`config.mk`:
```
export PLATFORM = sky130hd
export DESIGN_NAME = codec_rx_slot_tracker
export DESIGN_NICKNAME = d
export VERILOG_FILES = /design/src/rtl/codec_rx_pkg.sv /design/src/rtl/rx_slot_chan.sv /design/src/rtl/rx_dma_ctl.sv /design/src/rtl/codec_rx_slot_tracker.sv
export SDC_FILE = /design/constraint.sdc
export NUM_CORES = 1
export LEC_CHECK = 0
export CORE_UTILIZATION = 36
export CTS_CLUSTER_SIZE = 10
export DETAILED_ROUTE_END_ITERATION = 10
export PLACE_DENSITY = 0.91
export REMOVE_ABC_BUFFERS = 1
export SETUP_SLACK_MARGIN = 0.1
export SKIP_CTS_REPAIR_TIMING = 1
export SLEW_MARGIN = 30
export SYNTH_ARGS = -nofsm -noshare
export SYNTH_HDL_FRONTEND = slang
export SYNTH_SLANG_ARGS = --single-unit
```
`constraint.sdc`:
```
create_clock -name clk -period 1.6 [get_ports clk]
set_input_delay 0.24 -clock clk [delete_from_list [all_inputs] [get_ports clk]]
set_output_delay 0.24 -clock clk [all_outputs]
set_load 0.02 [all_outputs]
```
`src/rtl/codec_rx_pkg.sv`:
```
package codec_rx_pkg;

  localparam int NCH = 2;
  localparam int PACK_W = 16;

  typedef enum logic [1:0] {
    RA_LEFT  = 2'd0,
    RA_RIGHT = 2'd1,
    RA_STAT  = 2'd2,
    RA_CTRL  = 2'd3
  } reg_addr_e;

  localparam int ST_OVF_L_BIT = 13;
  localparam int ST_OVF_R_BIT = 12;
  localparam int CT_ONE_BIT   = 31;
  localparam int CT_PACK_BIT  = 30;
  localparam int CT_EN_L_BIT  = 27;
  localparam int CT_EN_R_BIT  = 26;

  typedef struct packed {
    logic packed16;
    logic en_l;
    logic en_r;
  } rx_ctrl_t;

  function automatic int ovf_bit(int ch);
    return (ch == 0) ? ST_OVF_L_BIT : ST_OVF_R_BIT;
  endfunction

  function automatic logic [31:0] status_image(logic ovl, logic ovr);
    logic [31:0] w;
    w = '0;
    w[ST_OVF_L_BIT] = ovl;
    w[ST_OVF_R_BIT] = ovr;
    return w;
  endfunction

  function automatic logic [31:0] ctrl_image(rx_ctrl_t c);
    logic [31:0] w;
    w = '0;
    w[CT_ONE_BIT]  = 1'b1;
    w[CT_PACK_BIT] = c.packed16;
    w[CT_EN_L_BIT] = c.en_l;
    w[CT_EN_R_BIT] = c.en_r;
    return w;
  endfunction

  function automatic logic [31:0] pack_pair(logic [PACK_W-1:0] l, logic [PACK_W-1:0] r);
    return {l, r};
  endfunction

endpackage

```
`src/rtl/rx_slot_chan.sv`:
```
module rx_slot_chan #(
  parameter int SAMPLE_W = 16,
  parameter int SLOT_W   = 4,
  parameter int MY_SLOT  = 3
) (
  input  logic                clk,
  input  logic                rst_n,
  input  logic                slot_vld,
  input  logic [SLOT_W-1:0]   slot_idx,
  input  logic [SAMPLE_W-1:0] slot_data,
  input  logic                take_i,
  input  logic                ovf_wr_i,
  input  logic                ovf_wbit_i,
  output logic [SAMPLE_W-1:0] sample_o,
  output logic                full_o,
  output logic                ovf_o,
  output logic                capture_o,
  output logic                overrun_o
);

  logic [SAMPLE_W-1:0] sample_q;
  logic                full_q;
  logic                ovf_q;
  logic                clr_req;

  assign capture_o = slot_vld && (slot_idx == SLOT_W'(MY_SLOT));
  assign overrun_o = capture_o && full_q && !take_i;
  assign clr_req   = ovf_wr_i && !ovf_wbit_i;

  always_ff @(posedge clk) begin
    if (!rst_n) begin
      sample_q <= '0;
      full_q   <= 1'b0;
      ovf_q    <= 1'b0;
    end else begin
      if (capture_o) sample_q <= slot_data;
      if (capture_o)   full_q <= 1'b1;
      else if (take_i) full_q <= 1'b0;
      if (overrun_o)    ovf_q <= 1'b1;
      else if (clr_req) ovf_q <= 1'b0;
    end
  end

  assign sample_o = sample_q;
  assign full_o   = full_q;
  assign ovf_o    = ovf_q;

  // overrun event leaves the flag set
  a_r2_overrun_sets: assert property (@(posedge clk) disable iff (!rst_n)
    capture_o && full_o && !take_i |=> ovf_o);
  // without a write-0, the flag is sticky
  a_r3_sticky: assert property (@(posedge clk) disable iff (!rst_n)
    ovf_o && !(ovf_wr_i && !ovf_wbit_i) |=> ovf_o);
  // set beats a same-cycle clear
  a_r8_set_wins: assert property (@(posedge clk) disable iff (!rst_n)
    overrun_o && ovf_wr_i && !ovf_wbit_i |=> ovf_o);
  // capture marks the channel full
  a_r7_capture_full: assert property (@(posedge clk) disable iff (!rst_n)
    capture_o |=> full_o);
  // newest sample is the one held
  a_r9_newer_kept: assert property (@(posedge clk) disable iff (!rst_n)
    capture_o |=> sample_o == $past(slot_data));

endmodule

```
`src/rtl/rx_dma_ctl.sv`:
```
module rx_dma_ctl
  import codec_rx_pkg::*;
(
  input  logic           clk,
  input  logic           rst_n,
  input  logic           ctrl_wr,
  input  logic           wr_pack,
  input  logic           wr_en_l,
  input  logic           wr_en_r,
  input  logic [NCH-1:0] full,
  input  logic           ack_l,
  input  logic           ack_r,
  input  logic           ack_p,
  output rx_ctrl_t       ctrl_q,
  output logic           req_l,
  output logic           req_r,
  output logic           req_p,
  output logic [NCH-1:0] dma_take
);

  always_ff @(posedge clk) begin
    if (!rst_n) begin
      ctrl_q <= '0;
    end else if (ctrl_wr) begin
      ctrl_q.packed16 <= wr_pack;
      ctrl_q.en_l     <= wr_en_l;
      ctrl_q.en_r     <= wr_en_r;
    end
  end

  assign req_l = !ctrl_q.packed16 && ctrl_q.en_l && full[0];
  assign req_r = !ctrl_q.packed16 && ctrl_q.en_r && full[1];
  assign req_p =  ctrl_q.packed16 && (&full);

  assign dma_take[0] = (ack_l && req_l) || (ack_p && req_p);
  assign dma_take[1] = (ack_r && req_r) || (ack_p && req_p);

  // packing mutes the per-channel requests
  a_r5_packed_mutes: assert property (@(posedge clk) disable iff (!rst_n)
    ctrl_q.packed16 |-> !req_l && !req_r);
  // the packed request needs both channels full
  a_r6_needs_both: assert property (@(posedge clk) disable iff (!rst_n)
    req_p |-> full[0] && full[1]);
  // per-channel request implies its enable and data
  a_r10_left_gated: assert property (@(posedge clk) disable iff (!rst_n)
    req_l |-> ctrl_q.en_l && full[0]);
  a_r10_right_gated: assert property (@(posedge clk) disable iff (!rst_n)
    req_r |-> ctrl_q.en_r && full[1]);

endmodule

```
`src/rtl/codec_rx_slot_tracker.sv`:
```
module codec_rx_slot_tracker
  import codec_rx_pkg::*;
#(
  parameter int SAMPLE_W   = 16,
  parameter int SLOT_W     = 4,
  parameter int LEFT_SLOT  = 3,
  parameter int RIGHT_SLOT = 4
) (
  input  logic                clk,
  input  logic                rst_n,
  input  logic                slot_vld,
  input  logic [SLOT_W-1:0]   slot_idx,
  input  logic [SAMPLE_W-1:0] slot_data,
  input  logic                cpu_sel,
  input  logic                cpu_we,
  input  logic [1:0]          cpu_addr,
  input  logic [31:0]         cpu_wdata,
  output logic [31:0]         cpu_rdata,
  input  logic                dma_ack_left,
  input  logic                dma_ack_right,
  input  logic                dma_ack_packed,
  output logic                dma_req_left,
  output logic                dma_req_right,
  output logic                dma_req_packed,
  output logic [31:0]         dma_packed_word,
  output logic                full_left,
  output logic                full_right,
  output logic                ovf_left,
  output logic                ovf_right
);

  localparam int TOP_BIT = SAMPLE_W - 1;

  logic                cpu_rd;
  logic                stat_wr;
  logic                ctrl_wr;
  logic [NCH-1:0]      full;
  logic [NCH-1:0]      ovf;
  logic [NCH-1:0]      take;
  logic [NCH-1:0]      dma_take;
  logic [NCH-1:0]      capture;
  logic [NCH-1:0]      overrun;
  logic [SAMPLE_W-1:0] smp [NCH];
  rx_ctrl_t            ctrl_q;
  logic                unused_wbits;

  assign cpu_rd  = cpu_sel && !cpu_we;
  assign stat_wr = cpu_sel &&  cpu_we && (cpu_addr == RA_STAT);
  assign ctrl_wr = cpu_sel &&  cpu_we && (cpu_addr == RA_CTRL);
  assign unused_wbits = ^cpu_wdata;

  for (genvar g = 0; g < NCH; g++) begin : g_ch
    localparam int CH_SLOT = (g == 0) ? LEFT_SLOT : RIGHT_SLOT;
    localparam int OB      = ovf_bit(g);

    assign take[g] = (cpu_rd && (cpu_addr == 2'(g))) || dma_take[g];

    rx_slot_chan #(
      .SAMPLE_W (SAMPLE_W),
      .SLOT_W   (SLOT_W),
      .MY_SLOT  (CH_SLOT)
    ) i_chan (
      .clk        (clk),
      .rst_n      (rst_n),
      .slot_vld   (slot_vld),
      .slot_idx   (slot_idx),
      .slot_data  (slot_data),
      .take_i     (take[g]),
      .ovf_wr_i   (stat_wr),
      .ovf_wbit_i (cpu_wdata[OB]),
      .sample_o   (smp[g]),
      .full_o     (full[g]),
      .ovf_o      (ovf[g]),
      .capture_o  (capture[g]),
      .overrun_o  (overrun[g])
    );
  end

  rx_dma_ctl i_dma (
    .clk      (clk),
    .rst_n    (rst_n),
    .ctrl_wr  (ctrl_wr),
    .wr_pack  (cpu_wdata[CT_PACK_BIT]),
    .wr_en_l  (cpu_wdata[CT_EN_L_BIT]),
    .wr_en_r  (cpu_wdata[CT_EN_R_BIT]),
    .full     (full),
    .ack_l    (dma_ack_left),
    .ack_r    (dma_ack_right),
    .ack_p    (dma_ack_packed),
    .ctrl_q   (ctrl_q),
    .req_l    (dma_req_left),
    .req_r    (dma_req_right),
    .req_p    (dma_req_packed),
    .dma_take (dma_take)
  );

  always_comb begin
    case (cpu_addr)
      RA_LEFT:  cpu_rdata = 32'(smp[0]);
      RA_RIGHT: cpu_rdata = 32'(smp[1]);
      RA_STAT:  cpu_rdata = status_image(ovf[0], ovf[1]);
      default:  cpu_rdata = ctrl_image(ctrl_q);
    endcase
  end

  assign dma_packed_word = pack_pair(smp[0][TOP_BIT -: PACK_W], smp[1][TOP_BIT -: PACK_W]);
  assign full_left  = full[0];
  assign full_right = full[1];
  assign ovf_left   = ovf[0];
  assign ovf_right  = ovf[1];

  // a CPU read of the left sample empties it when no capture competes
  a_r7_read_drains: assert property (@(posedge clk) disable iff (!rst_n)
    cpu_rd && cpu_addr == RA_LEFT && !capture[0] |=> !full_left);
  // a packed acknowledge empties both channels absent new captures
  a_r6_ack_drains: assert property (@(posedge clk) disable iff (!rst_n)
    dma_ack_packed && dma_req_packed && !capture[0] && !capture[1] |=> !full_left && !full_right);
  // a read in the same cycle as a capture blocks the overrun
  a_r2_read_blocks: assert property (@(posedge clk) disable iff (!rst_n)
    cpu_rd && cpu_addr == RA_LEFT |-> !overrun[0]);

endmodule

```
-- Word-level counts from Yosys, hierarchy flattened
Index checks and enable logic that the tools add are counted.
Widths: inputs -> output; s select.
- output and inout bits: 71
- word-level logic and storage cells: 61
- memories kept: 0
- bits in latches: 0
- memory bits (read-only): 0
- bits in registers: 39
- RAM bits: 0
- input bits: 62
- add/sub/neg operators: 0
- div/mod/pow operators: 0
- bitwise operators: 0
- $lt $le $gt $ge: 0
- multiply operators: 0
- shift operators: 0
- reduce and logical (&&, ||, !) cells: 38
- equal/unequal tests: 5
- multiplexer cells: 9
- operators with widths (kind ; count):
    $pmux 32 s3 ; 1
    $logic_and 1x1->1 ; 22
    $mux 1 ; 8
    $reduce_bool 2->1 ; 4
    $logic_not 1->1 ; 6
    $eq 2x2->1 const B ; 2
    $eq 4x2->1 const B ; 1
    $eq 4x3->1 const B ; 1
    $logic_or 1x1->1 ; 4
    $eq 2x1->1 const B ; 1
    $logic_not 2->1 ; 1
    $reduce_and 2->1 ; 1

-- Logic depth before layout (Yosys ltp)
Gate-level depths: netlist of run 1.
- word-level depth: 9
- depth in mapped cells: 5
- depth with buffers taken out: 3

-- By module
From an unflattened synthesis of run 1, not the netlist that was laid out.
- cells, all modules: 239
- area total of the unflattened synthesis: 2114.5 um2
- modules (own cells, without submodules) (module ; seq. area each (um2) ; cells an instance ; times used ; area each (um2)):
    rx_slot_chan at g_ch[0].i_chan ; 360.3 ; 81 ; 1 ; 754.5
    rx_slot_chan at g_ch[1].i_chan ; 360.3 ; 81 ; 1 ; 749.5
    codec_rx_slot_tracker ; 0.0 ; 60 ; 1 ; 446.7
    rx_dma_ctl ; 60.1 ; 17 ; 1 ; 163.9

-- Worst setup path after synthesis of run 1
Ideal clock, no wire load.
- path type: input to output
- from: in cpu_addr[1]
- to: out cpu_rdata[12]
- data arrival time: 1213 ps
- setup slack: 147 ps
- path buffers: 2
- stages: 4
- required time: 1360 ps
- cells stage by stage: clkbuf_1 > buf_2 > mux2i_1 > o21ai_0
- word-level cells in the longest chain between the ends: 2
- elaborated cells on any way between the ends: 4
- classes of those cells: eq/ne: 2; mux: 1; reduce/logical: 1
- ends and longest elaborated chain (item ; line ; text):
    start: declaration ; codec_rx_slot_tracker.sv:16 ; input logic [1:0] cpu_addr,
    $eq 2x2->1 (tied with other cells) ; codec_rx_slot_tracker.sv:98 ; case (cpu_addr)
    $pmux 32 s3 * ; codec_rx_slot_tracker.sv:98 ;
    end: declaration ; codec_rx_slot_tracker.sv:18 ; output logic [31:0] cpu_rdata,
Every way passes the cells marked *; elsewhere a longest branch is shown, timed or not.

-- Worst setup path in the final report of run 1
- from: reg g_ch[1].i_chan.ovf_q
- to: out cpu_rdata[12]
- word-level cells in the longest chain between the ends: 1
- ends and longest elaborated chain (item ; line ; text):
    start: declaration ; rx_slot_chan.sv:23 ; logic ovf_q;
    start signal: assignment ; rx_slot_chan.sv:34 ; ovf_q <= 1'b0;
    start signal: assignment ; rx_slot_chan.sv:39 ; if (overrun_o) ovf_q <= 1'b1;
    start signal: assignment ; rx_slot_chan.sv:40 ; else if (clr_req) ovf_q <= 1'b0;
    $pmux 32 s3 ; codec_rx_slot_tracker.sv:98 ;
No other way between the ends.

==> key figures, run 1 <==
Routing
  – DR iter-0 viols: 144
  – Vias per cell: 5.27
  – WL/cell: 15.5 um
  – Final wirelength: 6370 um
  – DRC Markers: 0
  – Via count: 2171
  – Routed Antenna Nets: 0
  – First drt pass iteration count: 4

Final layout
  – Sequential cell area: 782 sq um
  – Layout cell share with drive strength beyond 1: 0.106
  – ANT cells: 0
  – Fillers: 465
  – Layout net count: 401
  – Multi-input logic area: 0.00113 sq mm
  – Synthesis-to-layout area growth: 66.1%
  – Cell area after layout: 0.00342 sq mm

Logic synthesis
  – Seq/Total Area, Yosys: 0.379
  – Ys async rst share: 0
  – Synth warnings: 0
  – Synthesized area: 0.00206 sq mm
  – Share of Yosys cell area claimed by the top area cell type: 0.379
  – Mapped Avg Cell Area: 8.48 sq um
  – Synth Instances: 243
  – Post-synth top flop: dfxtp_1
  – Unique cell type count in the Yosys netlist: 28
  – Post-synth EDFFs: 0
  – #FFs+latches synth: 39
  – Top post-synthesis cells by area: dfxtp_1 38%, a21boi_0 11%, mux2i_1 9.2%
  – Area leader, netlist: dfxtp_1

Setup path
  – Reg2reg path depth: 3
  – Delay-heaviest family, CP: flip-flops
  – Worst path cell trace: mux2i_1, o21ai_0, dlymetal6s2s_1
  – CP Launch Type: flop
  – CP max FO: 3
  – Crit-path max cell delay: 350 ps
  – CP Depth: 3
  – WP data arrival: 1150 ps
  – Bufs and invs on worst path: 1
  – Critical path type: reg -> out
  – Crit end category: primary output
  – Worst path required time: 1360 ps
  – Slowest CP cell: dfxtp_1

Pwr
  – Peak supply drop: 0.325 mV
  – Int Power: 0.00167 W
  – Sw Share: 0.240
  – Leakage power: 2.27 nW
  – PD cells: 643 mW/mm^2
  – Flop pwr share: 0.452
  – Clk pwr share: 0.382
  – Comb pwr share: 0.166
  – Switching power: 0.000529 W

Die
  – Chip Width: 77.7 um
  – Top Ports: 133
  – Cell row count: 27
  – Die Y: 77.7 um
  – Total die area: 0.00603 sq mm
  – Initial Util: 0.374
  – Core area: 0.00551 sq mm

Timing
  – Final hold viol count: 0
  – Worst hold slack: 500 ps
  – Worst clock skew: 0.531 ps
  – Final cycle utilization of the critical path: 0.867
  – RSZ-0062 raised after global routing: no
  – Setup Viol. Count Final: 0
  – Setup TNS: 0 ps
  – Slew Viols, Final: 0
  – Setup ws final: 213 ps
  – Minimum clock period: 1390 ps
  – Max Fclk: 721 MHz

Clock tree
  – H-tree Lvls: 2
  – Root Driver: clkbuf_8
  – CTS clk-pin slew, worst paths: 70 ps
  – CTS Sinks: 39
  – CTS tree: built
  – Clock buffer count from CTS: 5
  – CTS max path bufs: 2
  – Worst-skew pair later-pin latency: 290 ps

Global routing
  – Largest net degree at the start of global routing: 33
  – Global-route wire length before repair: 9930 um
  – Vias in the first global route: 2116
  – Initial antenna violation count: 0
  – Tot GR Track Use: 0.207
  – Grt ovf: 0

Placement
  – Setup WS pre-CTS: -470 ps
  – Gp weighted congestion: 0.756
  – Post-DP Area: 0.00312 sq mm
  – PortBufs: 93
  – DP Wirelength: 4380 um

Run
  – # Max-Cap Violations: 0

Outcome
  – Outcome: finished, final reports clean

Min path
  – Worst hold path depth: 2
  – Worst hold path class: reg -> reg
## tightest hold or removal path: cells and delay by family, from the launching register on
| family | cells | cell delay (ps) |
|---|---|---|
| flip-flops | 1 | 320 |
| AO/OA/AOI/OAI | 2 | 140 |
## cells in the mapped netlist (5+ instances only)
cell and count:
dfxtp_1 39, o21ai_0 34, nand3_1 32, a21boi_0 30, mux2i_1 19, nor2_1 14
buf_4 13, clkbuf_1 11, buf_2 10, nand2_1 5, nor2b_1 5
## per-layer routing
layer,routed length [um],up-vias,track usage
met3,416,7,0.0553
met4,77,0,0.0717
met2,3250,95,0.373
met1,2620,1040,0.234
li1,-,1029,-
met5,0,-,0
## worst paths after layout
check                        startpoint                    endpoint  slack (ps)
max                g_ch[1].i_chan.ovf_o               cpu_rdata[12]         210
min          g_ch[1].i_chan.sample_o[9]  g_ch[1].i_chan.sample_o[9]         500
max reg2reg             i_dma.ctrl_q[2]        g_ch[0].i_chan.ovf_o         650
min reg2reg  g_ch[1].i_chan.sample_o[9]  g_ch[1].i_chan.sample_o[9]         500
## final cells by class
class                   count  share of cell area
clock buffers               6              0.0241
multi-input cells         180               0.330
clock inverters             2              0.0102
flip-flops and latches     39               0.229
repair buffers            113               0.381
well taps                  72              0.0263
## state kept, by name (all words and copies together), names as in the netlist
| register | count |
|---|---|
| g_ch.i_chan.sample_o | 32 |
| i_dma.ctrl_q | 3 |
| g_ch.i_chan.full_o | 2 |
| g_ch.i_chan.ovf_o | 2 |
## power by group through the flow
stage / logic, W / registers [W] / clock network [W]
5_1_grt: 0.000387 / 0.000995 / 0.000902
3_5_place_dp: 0.000355 / 0.00102 / 0
3_3_place_gp: 0.000347 / 0.00102 / 0
6_report: 0.000366 / 0.000994 / 0.000840
4_1_cts: 0.000357 / 0.000994 / 0.000851
2_1_floorplan: 0.000109 / 0.00103 / 0
## through the flow
step	util	total power, W	std cells
2_1_floorplan	-	0.00114	219
3_3_place_gp	0.567	0.00136	402
3_5_place_dp	0.567	0.00137	402
4_1_cts	0.589	0.00220	410
5_1_grt	0.621	0.00228	412
6_report	0.621	0.00220	412
## cell usage in the layout (no fill, tap or decap)
cell type	n
nand4b_1	1
nor2b_2	1
nor3b_2	1
nand3_1	32
nand4_1	4
nor2b_1	4
nand2_1	5
bufinv_16	1
buf_2	1
dfxtp_1	38
dfxtp_2	1
buf_6	3
or4b_1	1
o31ai_1	1
a21boi_1	4
clkinv_2	1
nand4bb_1	1
buf_8	1
clkbuf_8	6
nand2b_1	1
o31ai_2	1
a21boi_0	30
o21ai_0	34
mux2i_1	18
nor2_1	13
buf_12	5
o211ai_1	2
conb_1	12
and3b_1	3
nor2_2	1
nand3b_1	3
mux2i_2	1
buf_4	12
and2_1	1
clkdlybuf4s50_1	32
dlymetal6s2s_1	59
and3_1	4
or3b_1	1
## kinds of logic (layout without fill, tap and decap cells)
logic type | Yosys count | after routing | synth area share
buf+inv | 35 | 121 | 0.0971
flops | 39 | 39 | 0.379
compound gates | 72 | 72 | 0.223
mux | 19 | 19 | 0.0923
other cells | 1 | 12 | 0.00182
simple gates | 77 | 77 | 0.206
(Power assumes the default switching activity.)
==> run 2: changes to the inputs <==
Settings changed: SETUP_SLACK_MARGIN 0.1 to unset.
==> run 2 against run 1 <==
Via count about the same. Combinational power about the same. First-iteration DRC count down 22%. Die area is the same. Critical endpoint is now full_right. Non-clock buffer count is the same. Sequential power about the same. Critical path depth decreased by 2. Largest power group unchanged. Setup slack lost 160 ps. Critical path type unchanged. Clock-buffer cell count unchanged.
==> key figures, run 2 (same netlist as run 1, synthesis figures left out) <==
Pwr
  – PD cells: 662 mW/mm^2
  – Int Power: 0.00167 W
  – Clk pwr share: 0.381
  – Leakage power: 1.64 nW
  – Peak supply drop: 0.314 mV
  – Final Power: 0.00220 W
  – Switching power: 0.000528 W
  – Comb pwr share: 0.167
  – Sw Share: 0.240
  – Flop pwr share: 0.452

Clock tree
  – CTS clk-pin slew, worst paths: 70 ps
  – Root Driver: clkbuf_8
  – Worst-skew pair later-pin latency: 280 ps
  – H-tree Lvls: 2
  – CTS tree: built
  – CTS max path bufs: 2
  – CTS Sinks: 39
  – Clock buffer count from CTS: 5

Routing
  – DRC Markers: 0
  – DR iter-0 viols: 112
  – WL/cell: 15.3 um
  – Final wirelength: 6320 um
  – First drt pass iteration count: 4
  – Vias per cell: 5.26
  – Routed Antenna Nets: 0
  – Via count: 2169

Timing
  – Minimum clock period: 1540 ps
  – Worst clock skew: 0.768 ps
  – RSZ-0062 raised after global routing: no
  – Slew Viols, Final: 0
  – Final hold viol count: 0
  – Final cycle utilization of the critical path: 0.964
  – Max Fclk: 649 MHz
  – Setup Viol. Count Final: 0

Die
  – Total die area: 0.00603 sq mm
  – Core area: 0.00551 sq mm
  – Initial Util: 0.374
  – Cell row count: 27
  – Chip Width: 77.7 um
  – Die Y: 77.7 um
  – Top Ports: 133

Setup path
  – Critical path type: reg -> out
  – Slowest CP cell: clkdlybuf4s50_1
  – Crit end category: primary output
  – WP data arrival: 1300 ps
  – Bufs and invs on worst path: 1
  – Worst path cell trace: clkdlybuf4s50_1
  – CP max FO: 5
  – Crit-path max cell delay: 620 ps
  – Worst path required time: 1360 ps
  – Delay-heaviest family, CP: buffers and inverters
  – CP Launch Type: flop

Global routing
  – Largest net degree at the start of global routing: 33
  – Initial antenna violation count: 0
  – Vias in the first global route: 2116
  – Tot GR Track Use: 0.207
  – Grt ovf: 0
  – Global-route wire length before repair: 9930 um

Final layout
  – Synthesis-to-layout area growth: 61.4%
  – Fillers: 477
  – Number of flip-flops in the largest register: 32
  – ANT cells: 0
  – Commonest non-fill, non-tap cells in the layout: 65 x clkdlybuf4s50_1, 38 x dfxtp_1, 34 x o21ai_0
  – Layout net count: 401
  – Layout cell share with drive strength beyond 1: 0.109
  – Most common cell after layout, fill and taps aside: clkdlybuf4s50_1
  – Post-layout util: 0.604

Min path
  – Worst hold path class: reg -> reg

Outcome
  – Outcome: finished, final reports clean

Placement
  – Gp weighted congestion: 0.756
  – DP Wirelength: 4380 um
  – PortBufs: 93

Run
  – # Max-Cap Violations: 0
[run 2: cell type report]
type                    instances  area (sq um)  share of cell area
clock buffers                   6          82.6              0.0248
well taps                      72          90.1              0.0271
repair buffers                113          1210               0.363
flip-flops and latches         39           782               0.235
clock inverters                 2          35.0              0.0105
multi-input cells             180          1130               0.340
[run 2: power by group through the flow]
stage,registers (W),clock network [W],logic (W)
after floorplan,0.00103,0,0.000109
after global placement,0.00102,0,0.000347
after detailed placement,0.00102,0,0.000355
after CTS,0.000994,0.000851,0.000357
after global routing,0.000996,0.000902,0.000389
final,0.000994,0.000839,0.000367
[run 2: path summary, 6_finish.rpt]
kind,slack [ps],cells past startpoint,endpoint,start
setup / recovery,60,1,full_right,g_ch[1].i_chan.full_o
hold / removal,500,2,g_ch[0].i_chan.sample_o[11],g_ch[0].i_chan.sample_o[11]
setup reg to reg,650,3,g_ch[0].i_chan.ovf_o,i_dma.ctrl_q[2]
hold reg to reg,500,2,g_ch[0].i_chan.sample_o[11],g_ch[0].i_chan.sample_o[11]
[run 2: through the flow]
step                setup TNS [ps]  instances  worst slack (ps)  hold slack [ps]  area [sq um]
floorplan                    -6860        219              -340              368          1900
global placement             -7970        402              -405              480          3120
detailed placement           -9450        402              -470              490          3120
CTS                          -8490        410              -476              501          3240
global route                     0        412              1.33              533          3330
finish                           0        412              58.2              504          3330
[run 2: routing by layer]
layer	vias up	GRT usage	wire, um
met4	0	0.0717	45
li1	1034	-	-
met2	100	0.373	3260
met5	-	0	0
met1	1030	0.234	2550
met3	5	0.0553	468
==> run 3: changes to the inputs <==
Settings changed: ABC_AREA set to 1, CORE_UTILIZATION 36 to 35, CTS_CLUSTER_SIZE 10 to unset, GPL_ROUTABILITY_DRIVEN set to 0.
==> run 3 against run 2 <==
Combinational power down 2%. Non-clock buffer count fell by 10. Sequential share of layout area increased by 1.7 points. Synthesized cell count is 4.5% higher. Largest cell class unchanged. Cell count up 2.9%. Via count decreased by 10%. Sequential power is essentially flat. Total power down 4.6%. Routed wire length fell by 17%. Register-to-register slack got worse by 90 ps. Critical endpoint is now dma_packed_word[9].
==> key figures, run 3 <==
Placement
  – DP Wirelength: 3890 um
  – PortBufs: 93

Die
  – Chip Width: 76.7 um
  – Cell row count: 26
  – Initial Util: 0.373
  – Core area: 0.00524 sq mm
  – Top Ports: 133
  – Die Y: 76.7 um
  – Total die area: 0.00588 sq mm

Logic synthesis
  – Synth warnings: 0
  – Mapped Avg Cell Area: 7.68 sq um
  – Area leader, netlist: dfxtp_1
  – Synthesized area: 0.00195 sq mm
  – Top post-synthesis cells by area: dfxtp_1 40%, nor2_1 8.1%, a21oi_2 6.3%
  – Post-synth top flop: dfxtp_1
  – Share of Yosys cell area claimed by the top area cell type: 0.400
  – Unique cell type count in the Yosys netlist: 26
  – Seq/Total Area, Yosys: 0.400
  – Synth cell count leaders: 42 x nor2_1, 39 x dfxtp_1, 30 x inv_1, 27 x nand2_1, 20 x o21ai_0
  – #FFs+latches synth: 39
  – Post-synth EDFFs: 0
  – Ys async rst share: 0
  – Synth Instances: 254
  – Most common cell in the netlist: nor2_1

Timing
  – Setup Viol. Count Final: 0
  – Final cycle utilization of the critical path: 0.958
  – Final hold viol count: 0
  – Worst clock skew: 4.47 ps
  – Setup TNS: 0 ps
  – Max Fclk: 652 MHz
  – Minimum clock period: 1530 ps
  – Slew Viols, Final: 0

Setup path
  – Crit-path max cell delay: 630 ps
  – Flop-to-flop setup slack: 560 ps
  – WP data arrival: 1290 ps
  – CP Depth: 1
  – CP max FO: 3
  – Delay-heaviest family, CP: buffers and inverters
  – RR Startpoint: g_ch[0].i_chan.full_o
  – CP startpoint: g_ch[1].i_chan.sample_o[9]
  – Worst path cell trace: clkdlybuf4s50_1
  – Slowest CP cell: clkdlybuf4s50_1
  – Crit path to: dma_packed_word[9]
  – Worst reg2reg endpoint: g_ch[0].i_chan.full_o
  – Critical path type: reg -> out
  – Reg2reg path depth: 6
  – Crit end category: primary output
  – Bufs and invs on worst path: 1
  – CP Launch Type: flop
  – Worst path required time: 1360 ps

Final layout
  – Commonest non-fill, non-tap cells in the layout: 65 x clkdlybuf4s50_1, 41 x nor2_1, 39 x dfxtp_1
  – Number of flip-flops in the largest register: 32
  – Layout net count: 415
  – Sequential cell area: 781 sq um
  – Layout cell share with drive strength beyond 1: 0.164
  – Fillers: 462
  – Synthesis-to-layout area growth: 58.9%
  – Most common cell after layout, fill and taps aside: clkdlybuf4s50_1
  – Multi-input logic area: 907 sq um
  – ANT cells: 0

Pwr
  – Int Power: 0.00155 W
  – Peak supply drop: 0.381 mV
  – Leakage power: 1.57 nW
  – Final Power: 0.00210 W
  – Flop pwr share: 0.479
  – Comb pwr share: 0.171
  – Sw Share: 0.260
  – Switching power: 0.000546 W
  – Clk pwr share: 0.350
  – PD cells: 677 mW/mm^2

Clock tree
  – Worst-skew pair later-pin latency: 290 ps
  – Clock buffer count from CTS: 5
  – CTS tree: built
  – CTS clk-pin slew, worst paths: 80 ps
  – H-tree Lvls: 2
  – CTS Sinks: 39
  – CTS max path bufs: 2
  – Root Driver: clkbuf_8

Run
  – # Max-Cap Violations: 0

Global routing
  – Vias in the first global route: 1910
  – Tot GR Track Use: 0.182
  – Grt ovf: 0
  – Initial antenna violation count: 0
  – Global-route wire length before repair: 8580 um
  – Largest net degree at the start of global routing: 37

Routing
  – First drt pass iteration count: 4
  – Via count: 1946
  – Vias per cell: 4.59
  – Routed Antenna Nets: 0
  – WL/cell: 12.4 um
  – DR iter-0 viols: 69
  – DRC Markers: 0
  – Final wirelength: 5250 um

Min path
  – Source of the worst hold timing path: g_ch[0].i_chan.sample_o[15]
  – Worst hold path class: reg -> reg

Outcome
  – Outcome: finished, final reports clean
[run 3: changes by cell type after synthesis, sizes merged, moves of 4 or more]
| cell | delta |
|---|---|
| and3 | -4 |
| mux2i | -19 |
| inv | +33 |
| nor2 | +33 |
| clkbuf | -10 |
| nor2b | -5 |
| a21oi | +23 |
| o21ai | +17 |
| nand3 | -27 |
| a21boi | -34 |
| nand2 | +22 |
[run 3: cell type report]
| class | instances | area share |
|---|---|---|
| multi-input cells | 171 | 0.292 |
| clock inverters | 1 | 0.00242 |
| flip-flops and latches | 39 | 0.252 |
| inverters | 33 | 0.0415 |
| repair buffers | 103 | 0.353 |
| clock buffers | 7 | 0.0311 |
| well taps | 70 | 0.0282 |
[run 3: logic make-up after synthesis]
group                  Yosys count  share of synthesized area
AND/OR/NAND/NOR                 83                      0.191
AO/OA/AOI/OAI                   76                      0.249
buffers and inverters           55                      0.158
flip-flops                      39                      0.400
other                            1                    0.00192
[run 3: power by group through the flow]
stage	logic (W)	clock network, W	registers, W
global placement	0.000355	0	0.00103
detailed placement	0.000362	0	0.00103
CTS	0.000363	0.000762	0.00101
floorplan	0.000130	0	0.00105
global route	0.000390	0.000798	0.00101
finish	0.000359	0.000734	0.00101
[run 3: stage by stage]
step	instance area (sq um)	hold WS, ps	instances	utilization	setup WS, ps
after global placement	2930	453	416	0.560	-557
after CTS	3040	474	424	0.580	-646
after global routing	3100	501	424	0.592	-11.4
final	3100	467	424	0.592	66.5
after floorplan	1810	357	243	-	-90.6
after detailed placement	2930	460	416	0.560	-639
[run 3: routing by layer]
metal  vias to the layer above  wire length, um  global-route usage
li1                        992                -                   -
met1                       871             2280               0.212
met2                        76             2610               0.326
met3                         7              304              0.0464
met4                         0               60              0.0519
met5                         -                0                   0
[run 3: how the worst min path moves through the flow]
| stage | slack (ps) | endpoint | cells past startpoint |
|---|---|---|---|
| 4_1_cts | 470 | g_ch[0].i_chan.sample_o[15] | 2 |
| 6_report | 470 | g_ch[0].i_chan.sample_o[15] | 2 |
| 3_5_place_dp | 460 | g_ch[0].i_chan.sample_o[9] | 2 |
| 5_1_grt | 500 | g_ch[0].i_chan.sample_o[3] | 2 |
| 3_3_place_gp | 450 | g_ch[0].i_chan.sample_o[10] | 2 |
| 2_1_floorplan | 360 | g_ch[0].i_chan.sample_o[0] | 2 |
